**src/rtl/fbpu_pkg.sv**
```systemverilog
package fbpu_pkg;
    localparam int WORD_W = 32;
    localparam int PIX_W  = 24;
    localparam int IDX_W  = 8;
    localparam int POS_W  = 2;

    typedef enum logic [1:0] {
        DEPTH_8  = 2'd0,
        DEPTH_16 = 2'd1,
        DEPTH_24 = 2'd2,
        DEPTH_32 = 2'd3
    } depth_e;

    typedef enum logic [1:0] {
        ST_OFF  = 2'd0,
        ST_RUN  = 2'd1,
        ST_WAIT = 2'd2,
        ST_HOLD = 2'd3
    } state_e;
endpackage

```
**src/rtl/fbpu_slice.sv**
```systemverilog
module fbpu_slice
    import fbpu_pkg::*;
(
    input  depth_e             depth,
    input  logic [POS_W-1:0]   pos,
    input  logic [WORD_W-1:0]  cur_word,
    input  logic [PIX_W-1:0]   resid,
    output logic [PIX_W-1:0]   pix,
    output logic [IDX_W-1:0]   idx,
    output logic               need_word,
    output logic               take_word,
    output logic               last
);
    logic [WORD_W-1:0] shifted;
    logic [15:0]       half;

    always_comb begin
        shifted   = cur_word << {pos, 3'b000};
        idx       = shifted[WORD_W-1 -: IDX_W];
        half      = pos[0] ? cur_word[15:0] : cur_word[31:16];
        pix       = '0;
        need_word = 1'b1;
        take_word = 1'b0;
        last      = 1'b0;
        unique case (depth)
            DEPTH_8: begin
                pix       = {idx, idx, idx};
                take_word = (pos == 2'd3);
                last      = (pos == 2'd3);
            end
            DEPTH_16: begin
                pix       = {half[15:11], 3'b000, half[10:5], 2'b00, half[4:0], 3'b000};
                take_word = pos[0];
                last      = pos[0];
            end
            DEPTH_24: begin
                unique case (pos)
                    2'd0: pix = cur_word[31:8];
                    2'd1: pix = {resid[7:0], cur_word[31:16]};
                    2'd2: pix = {resid[15:0], cur_word[31:24]};
                    2'd3: pix = resid[23:0];
                endcase
                need_word = (pos != 2'd3);
                take_word = (pos != 2'd3);
                last      = (pos == 2'd3);
            end
            DEPTH_32: begin
                pix       = cur_word[23:0];
                take_word = 1'b1;
                last      = 1'b1;
            end
        endcase
    end
endmodule

```
**src/rtl/fbpu_ctrl.sv**
```systemverilog
module fbpu_ctrl
    import fbpu_pkg::*;
(
    input  logic              clk,
    input  logic              rst_n,
    input  logic              enable,
    input  logic              frame_start,
    input  logic [1:0]        depth_in,
    input  logic              pseudo_in,
    input  logic              word_valid,
    input  logic [PIX_W-1:0]  word_low,
    input  logic              pix_ready,
    input  logic              lut_req_ready,
    input  logic              lut_rsp_valid,
    input  logic [PIX_W-1:0]  lut_rsp_data,
    input  logic              need_word,
    input  logic              take_word,
    input  logic              last,
    output depth_e            cfg_depth,
    output logic              cfg_pseudo8,
    output logic [POS_W-1:0]  pos,
    output logic [PIX_W-1:0]  resid,
    output logic [PIX_W-1:0]  hold_pix,
    output logic              word_ready,
    output logic              pix_valid,
    output logic              use_hold,
    output logic              lut_req_valid,
    output logic              lut_rsp_ready
);
    state_e state;
    logic   step;

    // output process
    always_comb begin
        word_ready    = 1'b0;
        pix_valid     = 1'b0;
        use_hold      = 1'b0;
        lut_req_valid = 1'b0;
        lut_rsp_ready = 1'b0;
        step          = 1'b0;
        unique case (state)
            ST_OFF: begin
            end
            ST_RUN: begin
                if (!frame_start) begin
                    if (cfg_pseudo8) begin
                        lut_req_valid = word_valid;
                        step          = word_valid && lut_req_ready;
                    end else begin
                        pix_valid = !need_word || word_valid;
                        step      = pix_valid && pix_ready;
                    end
                    word_ready = step && take_word;
                end
            end
            ST_WAIT: lut_rsp_ready = 1'b1;
            ST_HOLD: begin
                pix_valid = 1'b1;
                use_hold  = 1'b1;
            end
        endcase
    end

    // state register process
    always_ff @(posedge clk) begin
        if (!rst_n) begin
            state       <= ST_OFF;
            pos         <= '0;
            resid       <= '0;
            hold_pix    <= '0;
            cfg_depth   <= DEPTH_8;
            cfg_pseudo8 <= 1'b0;
        end else if (!enable) begin
            state       <= ST_OFF;
            pos         <= '0;
            resid       <= '0;
            cfg_depth   <= depth_e'(depth_in);
            cfg_pseudo8 <= pseudo_in && (depth_in == 2'd0);
        end else begin
            if (frame_start) begin
                pos <= '0;
            end
            unique case (state)
                ST_OFF: state <= ST_RUN;
                ST_RUN: begin
                    if (step) begin
                        pos <= last ? '0 : pos + 1'b1;
                        if (take_word) resid <= word_low;
                        if (cfg_pseudo8) state <= ST_WAIT;
                    end
                end
                ST_WAIT: begin
                    if (lut_rsp_valid) begin
                        hold_pix <= lut_rsp_data;
                        state    <= ST_HOLD;
                    end
                end
                ST_HOLD: if (pix_ready) state <= ST_RUN;
            endcase
        end
    end


    off_quiet_chk: assert property (@(posedge clk) disable iff (!rst_n)
        !enable |=> !(pix_valid || word_ready || lut_req_valid));


    word_take_chk: assert property (@(posedge clk) disable iff (!rst_n)
        word_ready |-> word_valid);
endmodule

```
**src/rtl/fb_pixel_unpack.sv**
```systemverilog
module fb_pixel_unpack
    import fbpu_pkg::*;
(
    input  logic              clk,
    input  logic              rst_n,
    input  logic              enable,
    input  logic              frame_start,
    input  logic [1:0]        depth_sel,
    input  logic              pseudo_en,
    input  logic              word_valid,
    output logic              word_ready,
    input  logic [WORD_W-1:0] word_data,
    output logic              pix_valid,
    input  logic              pix_ready,
    output logic [PIX_W-1:0]  pix_data,
    output logic              lut_req_valid,
    input  logic              lut_req_ready,
    output logic [IDX_W-1:0]  lut_req_index,
    input  logic              lut_rsp_valid,
    output logic              lut_rsp_ready,
    input  logic [PIX_W-1:0]  lut_rsp_data
);
    depth_e             cfg_depth;
    logic               cfg_pseudo8;
    logic [POS_W-1:0]   pos;
    logic [PIX_W-1:0]   resid;
    logic [PIX_W-1:0]   hold_pix;
    logic [PIX_W-1:0]   slice_pix;
    logic               need_word, take_word, last, use_hold;

    fbpu_slice u_slice (
        .depth     (cfg_depth),
        .pos       (pos),
        .cur_word  (word_data),
        .resid     (resid),
        .pix       (slice_pix),
        .idx       (lut_req_index),
        .need_word (need_word),
        .take_word (take_word),
        .last      (last)
    );

    fbpu_ctrl u_ctrl (
        .clk           (clk),
        .rst_n         (rst_n),
        .enable        (enable),
        .frame_start   (frame_start),
        .depth_in      (depth_sel),
        .pseudo_in     (pseudo_en),
        .word_valid    (word_valid),
        .word_low      (word_data[PIX_W-1:0]),
        .pix_ready     (pix_ready),
        .lut_req_ready (lut_req_ready),
        .lut_rsp_valid (lut_rsp_valid),
        .lut_rsp_data  (lut_rsp_data),
        .need_word     (need_word),
        .take_word     (take_word),
        .last          (last),
        .cfg_depth     (cfg_depth),
        .cfg_pseudo8   (cfg_pseudo8),
        .pos           (pos),
        .resid         (resid),
        .hold_pix      (hold_pix),
        .word_ready    (word_ready),
        .pix_valid     (pix_valid),
        .use_hold      (use_hold),
        .lut_req_valid (lut_req_valid),
        .lut_rsp_ready (lut_rsp_ready)
    );

    assign pix_data = use_hold ? hold_pix : slice_pix;


    req_stall_chk: assert property (@(posedge clk) disable iff (!rst_n)
        (lut_req_valid && lut_req_ready && enable) |=> !pix_valid);


    rsp_pixel_chk: assert property (@(posedge clk) disable iff (!rst_n)
        (lut_rsp_valid && lut_rsp_ready && enable) |=>
            (pix_valid && pix_data == $past(lut_rsp_data)));


    rgb565_zero_chk: assert property (@(posedge clk) disable iff (!rst_n)
        (pix_valid && !use_hold && cfg_depth == DEPTH_16) |->
            (pix_data[2:0] == 3'b000 && pix_data[9:8] == 2'b00 && pix_data[18:16] == 3'b000));


    lookup_mode_chk: assert property (@(posedge clk) disable iff (!rst_n)
        lut_req_valid |-> (cfg_depth == DEPTH_8 && !pix_valid));
endmodule

```
**config.mk**
```make
export PLATFORM = sky130hd
export DESIGN_NAME = fb_pixel_unpack
export DESIGN_NICKNAME = d
export VERILOG_FILES = /design/src/rtl/fbpu_pkg.sv /design/src/rtl/fbpu_slice.sv /design/src/rtl/fbpu_ctrl.sv /design/src/rtl/fb_pixel_unpack.sv
export SDC_FILE = /design/constraint.sdc
export NUM_CORES = 1
export LEC_CHECK = 0
export ABC_AREA = 1
export BUFFER_PORTS_ARGS = -buffer_cell sky130_fd_sc_hd__buf_2
export CORE_MARGIN = 1
export CORE_UTILIZATION = 48
export CTS_CLUSTER_DIAMETER = 150
export CTS_CLUSTER_SIZE = 30
export DETAILED_ROUTE_END_ITERATION = 8
export PLACE_DENSITY = 0.77
export RECOVER_POWER = 100
export SYNTH_ARGS = -nofsm -noshare
export SYNTH_HDL_FRONTEND = slang
export SYNTH_SLANG_ARGS = --single-unit
```
**constraint.sdc**
```tcl
create_clock -name clk -period 2.5 [get_ports clk]
set_input_delay 0.75 -clock clk [delete_from_list [all_inputs] [get_ports clk]]
set_output_delay 0.75 -clock clk [all_outputs]
set_load 0.05 [all_outputs]
```
== Word-level counts from Yosys, hierarchy flattened ==
Index checks and enable logic that the tools add are counted.
W data, S select, Z words.

* Add/subtract/negate cells: 1
* Equal/unequal tests: 14
* Shift operators: 1
* Muxes and demuxes: 31
* Reduce and logical (&&, ||, !) cells: 15

{| class="wikitable"
|+ Operators with widths
! operator !! number
|-
| $pmux W24 S4 || 2
|-
| $shl A32 B5 Y32 || 1
|-
| $mux W24 || 1
|-
| $mux W16 || 1
|-
| $mux W2 || 8
|-
| $mux W1 || 15
|-
| $eq A2 B2 Y1 const B || 6
|-
| $logic_not A2 Y1 || 4
|-
| $pmux W2 S4 || 1
|-
| $eq A2 B1 Y1 const B || 3
|-
| $ne A2 B2 Y1 const B || 3
|-
| $reduce_and A3 Y1 || 2
|-
| $logic_and A1 B1 Y1 || 4
|-
| $ne A2 B1 Y1 const B || 2
|-
| $pmux W1 S4 || 1
|-
| $reduce_and A4 Y1 || 1
|-
| $pmux W1 S3 || 1
|-
| $add A2 B1 Y2 const B || 1
|-
| $pmux W1 S2 || 1
|-
| $reduce_and A2 Y1 || 1
|-
| $reduce_or A2 Y1 || 1
|-
| $logic_not A1 Y1 || 1
|-
| $logic_or A1 B1 Y1 || 1
|}

* Register bits: 55
* Input port bits: 67
* Output and inout bits: 36
* Logic and storage cells: 68

== Longest topological paths before layout ==
* Depth in word-level cells: 12
* Mapped depth: 12
* Mapped depth without buffers: 10

== Cells and area by module ==
Synthesis repeated with hierarchy kept, for this count alone.

* Cells, all modules: 750
* Area total of the unflattened synthesis: 4,246.6 µm²

{| class="wikitable"
|+ Modules (own cells, without submodules)
! module !! times used !! cells each !! area an instance (µm²)
|-
| fbpu_ctrl || 1 || 335 || 2,347.3
|-
| fbpu_slice || 1 || 337 || 1,525.2
|-
| fb_pixel_unpack || 1 || 78 || 374.1
|}

== Worst setup path after synthesis ==
OpenSTA, ideal clock, no wires.

* Kind: input -> output
* Start: in word_data[12]
* End: out pix_data[20]
* Arrival: 2.673 ns
* Required time: 1.750 ns
* Setup slack: -0.923 ns
* Stages on the path: 8
* Path through: inv_1 o21ai_0 nor2_1 a21oi_1 nand2_1 nand2_1 nor2_1 nor2_1

* Cells in the longest elaborated chain, start to end: 3
* Elaborated cells on any way between the ends: 4
* Those cells by class: 1 x shift; 3 x mux

{| class="wikitable"
|+ Ends and longest elaborated chain
! what !! line !! RTL
|-
| start: declaration || fb_pixel_unpack.sv:12 || <nowiki>input logic [WORD_W-1:0] word_data,</nowiki>
|-
| $shl A32 B5 Y32 || fbpu_slice.sv:18 || <nowiki>shifted = cur_word << {pos, 3'b000};</nowiki>
|-
| named net lut_req_index[4] || fb_pixel_unpack.sv:18 || <nowiki>output logic [IDX_W-1:0] lut_req_index,</nowiki>
|-
| $pmux W24 S4 || fbpu_slice.sv:25 || <nowiki>unique case (depth)</nowiki>
|-
| $mux W24 || fb_pixel_unpack.sv:71 || <nowiki>assign pix_data = use_hold ? hold_pix : slice_pix;</nowiki>
|-
| end: declaration || fb_pixel_unpack.sv:15 || <nowiki>output logic [PIX_W-1:0] pix_data,</nowiki>
|}

The timed path passes the listed nets, and every way through them passes these cells.

== Worst setup path in the final report ==
* Start: reg u_ctrl.pos[0]
* End: out pix_data[18]

* Cells in the longest elaborated chain, start to end: 4
* Elaborated cells on any way between the ends: 8
* Those cells by class: 3 x eq/ne; 1 x shift; 3 x mux; 1 x reduce/logical

{| class="wikitable"
|+ Ends and longest elaborated chain
! what !! line !! RTL
|-
| start: declaration || fbpu_ctrl.sv:21 || <nowiki>output logic [POS_W-1:0] pos,</nowiki>
|-
| start signal: assignment || fbpu_ctrl.sv:87 || <nowiki>pos <= last ? '0 : pos + 1'b1;</nowiki>
|-
| parallel branches: the longest is 2 deep, another holds $shl A32 B5 Y32 || -- ||
|-
| $pmux W24 S4 * || fbpu_slice.sv:25 ||
|-
| $mux W24 * || fb_pixel_unpack.sv:71 ||
|}

Mark *: on every way between the ends.

==> metrics.md <==
| Metric | Value |
|---|---|
| Clock Skews | between 0.01 and 0.015 ns |
| Worst hold slack | 0.4525 ns |
| Final setup vio count | 25 |
| Crit path time final | 2.762 ns |
| Sequential share of the synthesized area | 28.29% |
| Wire per inst | approximately 17 um |
| Vias per inst | between 5 and 6 |
| Final wirelength | 15730 um |
| Die area | 8473 sq um |
| Static leakage | between 2 and 3 nW |
| Max-slew violations | 0 |
| WHS Path Cells | 2 |
| Final cell count without fillers | 940 |
| Final WS setup | -0.2624 ns |
| Clk sinks | 55 |
| CP Buf/Inv Count | 4 |
| Layout Utilization | 79.09% |
| Mapped Nets | ~740 |
| CP max FO | 13 |
| Final period utilization | 110.5% |
| Port bufs | around 100 |
| Crit-path most repeated cell | buf_6 |
| Dpl cell area | 5343 sq um |
| Worst-Skew Late Latency | 0.32 ns |
| Critical register-to-register path endpoint | u_ctrl.hold_pix[8]$_SDFFE_PN0P_ |
| Max-cap violations | 0 |
| Power Dens Cells | 431.2 nW/um^2 |
| Worst Hold Path EP | u_ctrl.hold_pix[0]$_SDFFE_PN0P_ |
| Die Ht | 92.05 um |
| Outcome | finished with violations |
| Buffer levels on the longest clock path | 2 |
| Peak supply drop | 0.3356 mV |
| Die Wd | 92.05 um |
| Cts hold-fix bufs | 0 |
| Stages on the worst setup path | 10 |
| Mean post-synth cell area | 5.862 sq um |
| R2R Path Start | u_ctrl.state[0]$_SDFFE_PN0P_ |
| Worst-Margin Slew | between 0.8 and 0.9 ns |
| Dpl ws | -0.4069 ns |
| Post-route ant nets | 0 |
| CTS Buf Count | 5 |
| Io pins | 103 |
| CP Capture Type | primary output |
| Core region area | between 7000 and 8000 sq um |
| Fmax | 362.0 MHz |
| Synth warn | 0 |
| TritonRoute pass-1 iters | 6 |
| Synth-to-Final Area Change | 57.83% |
| Largest net degree at the start of global routing | a little under 50 |
| Worst path max stage delay | 0.44 ns |
| Ant. Diodes | 0 |
| Gate Count Post-Synth | roughly 660 |
| CP Cell Sequence | inv_6 -> buf_6 -> nand2_1 -> o21ai_0 -> o21ai_1 -> buf_4 -> o21ai_4 -> nor2_2 -> nor2_4 -> buf_6 |
| CTS Root Cell | clkbuf_8 |
| Setup crit start kind | register |
| Vias in the first global route | 5022 |
| Failing checks | setup timing |
| Total power | 2.649 mW |
| Synthesized area | between 3000 and 4000 sq um |
| Fin. Hold Viols | 0 |
| CP max stage cell | dfxtp_4 |
| Vias post-DR | between 5000 and 6000 |
| Total GRT Usage | between 30% and 40% |
| Hold Crit Class | reg2reg |
| DRC Markers | 0 |
| Initial antenna violation count | 0 |
| Starting Density | 50.11% |
| Clock transition at path regs | roughly 0.1 ns |
| Row count | 32 |
| Setup TNS | -4.894 ns |
| Crit Path Class | reg2out |
| RSZ-0062 raised after global routing | yes |
| Reg2reg setup slack | 0.44 ns |
| First-pass GRT wire length | 24640 um |
| Initial DRC Count | ~500 |
| Critical path required time | approximately 1.8 ns |
| Post-route design area | 6143 sq um |
| Relative slew margins | 40.66% |
| CP Data Arrival Time | roughly 2 ns |
| Netlist cell types | 28 |
| R2R depth | 7 |
| GP Congestion | 1.088 |
| H-tree depth | 2 |
| Dpl hpwl | 11270 um |
| Nets | 912 |
| GRT overflow | 0 |
| Post-synthesis register bit count | 55 |
| Crit path max-delay family | buffers and inverters |
| CTS tree | done |
| Placed cell count | 928 |
| Hold path startpoint | u_ctrl.hold_pix[0]$_SDFFE_PN0P_ |
| Share of cells above drive strength 1 | 37.95% |
==> flip-flops by register name (all words and copies together), names as in the netlist <==
| register | flops |
|---|---|
| u_ctrl.state | 2 |
| u_ctrl.hold_pix | 24 |
| u_ctrl.cfg_pseudo8 | 1 |
| u_ctrl.cfg_depth | 2 |
| u_ctrl.pos | 2 |
| u_ctrl.resid | 24 |
==> cells in the final DEF, fill, tap and decap left out, types with 16 or more instances in the layout <==
master and instances:
a21oi_1 88, buf_2 68, buf_4 82, buf_6 32, dfxtp_1 52, inv_1 62
nand2_1 153, nand3_1 23, nor2_1 34, nor2_2 16, nor2_4 32, o21ai_0 52
o21ai_1 20
==> tightest hold or removal path, cell delays in order (launching register included) <==
cell,delay [ns]
dfxtp_1,0.32
inv_1,0.05
a21oi_1,0.05
==> logic make-up (layout without fill, tap and decap cells) <==
logic type / count (synthesis) / count (layout) / synth area share [%]
adders and majority gates: 8 / 8 / 2.572
muxes: 1 / 1 / 0.2572
and+or+nand+nor: 279 / 279 / 28.64
AOI/OAI and AO/OA: 209 / 209 / 28.38
DFF: 55 / 55 / 28.29
buffers and inverters: 112 / 286 / 11.86
==> metal layers <==
metal	routed length (um)	GRT usage [%]	vias up
met4	498	13.02	0
met2	7375	62.31	309
met1	6314	46.27	2423
met3	1540	7.794	50
met5	0	0	-
li1	-	-	2516
==> worst max path at each step <==
stage | startpoint | endpoint | slack (ns)
global route | u_ctrl.pos[0]$_SDFF_PN0_ | pix_data[3] | -0.32
CTS | u_ctrl.pos[1]$_SDFF_PN0_ | pix_data[16] | -0.21
floorplan | word_data[12] | pix_data[20] | -0.07
finish | u_ctrl.pos[0]$_SDFF_PN0_ | pix_data[18] | -0.26
global placement | word_data[2] | pix_data[10] | -0.43
detailed placement | word_data[10] | pix_data[10] | -0.41
==> Yosys cell counts <==
library cell	n	area [sq um]
nand3_1	25	125.1
inv_1	68	255.2
buf_6	3	33.78
buf_4	2	15.01
nand2_1	165	619.3
a211oi_1	2	15.01
nor2_2	1	6.260
clkinv_1	2	7.510
a21oi_1	99	495.5
and3_1	1	6.260
inv_2	3	11.26
buf_2	8	40.04
o211ai_1	14	105.1
o21ai_1	3	15.01
dfxtp_1	55	1101
clkbuf_1	25	93.84
mux2i_1	1	10.01
ha_1	8	100.1
nand3_4	1	17.52
o21ai_0	81	405.4
nand2_4	1	11.26
clkinv_2	1	5.000
nand2_2	1	6.260
nor2_1	81	304.0
o22ai_1	8	50.05
a22o_1	1	8.760
nand4_1	3	18.77
a32o_1	1	10.01
==> repair_timing <==
| item | CTS | global route |
|---|---|---|
| pin swaps | 43 | 30 |
| gates cloned | 0 | 2 |
| setup buffers | 3 | 0 |
| gates resized for setup | 153 | 60 |
| endpoints found under the setup margin | 31 | 34 |
==> report_power, final <==
| group | total, mW | switching [mW] | internal [mW] |
|---|---|---|---|
| Clock | 0.721 | 0.320 | 0.401 |
| Sequential | 0.907 | 0.0141 | 0.892 |
| Combinational | 1.02 | 0.640 | 0.381 |
| Total | 2.65 | 0.975 | 1.67 |
==> layout make-up <==
| type | instances | area (sq um) |
|---|---|---|
| fillers | 569 | 1624 |
| multi-input cells | 497 | 2846 |
| repair buffers | 203 | 1612 |
| clock buffers | 6 | 72.57 |
| inverters | 74 | 310.3 |
| repair inverters | 1 | 5.005 |
| clock inverters | 2 | 60.06 |
| flip-flops and latches | 55 | 1110 |
| well taps | 102 | 127.6 |
No activity file was read; power rests on OpenSTA's default activity.
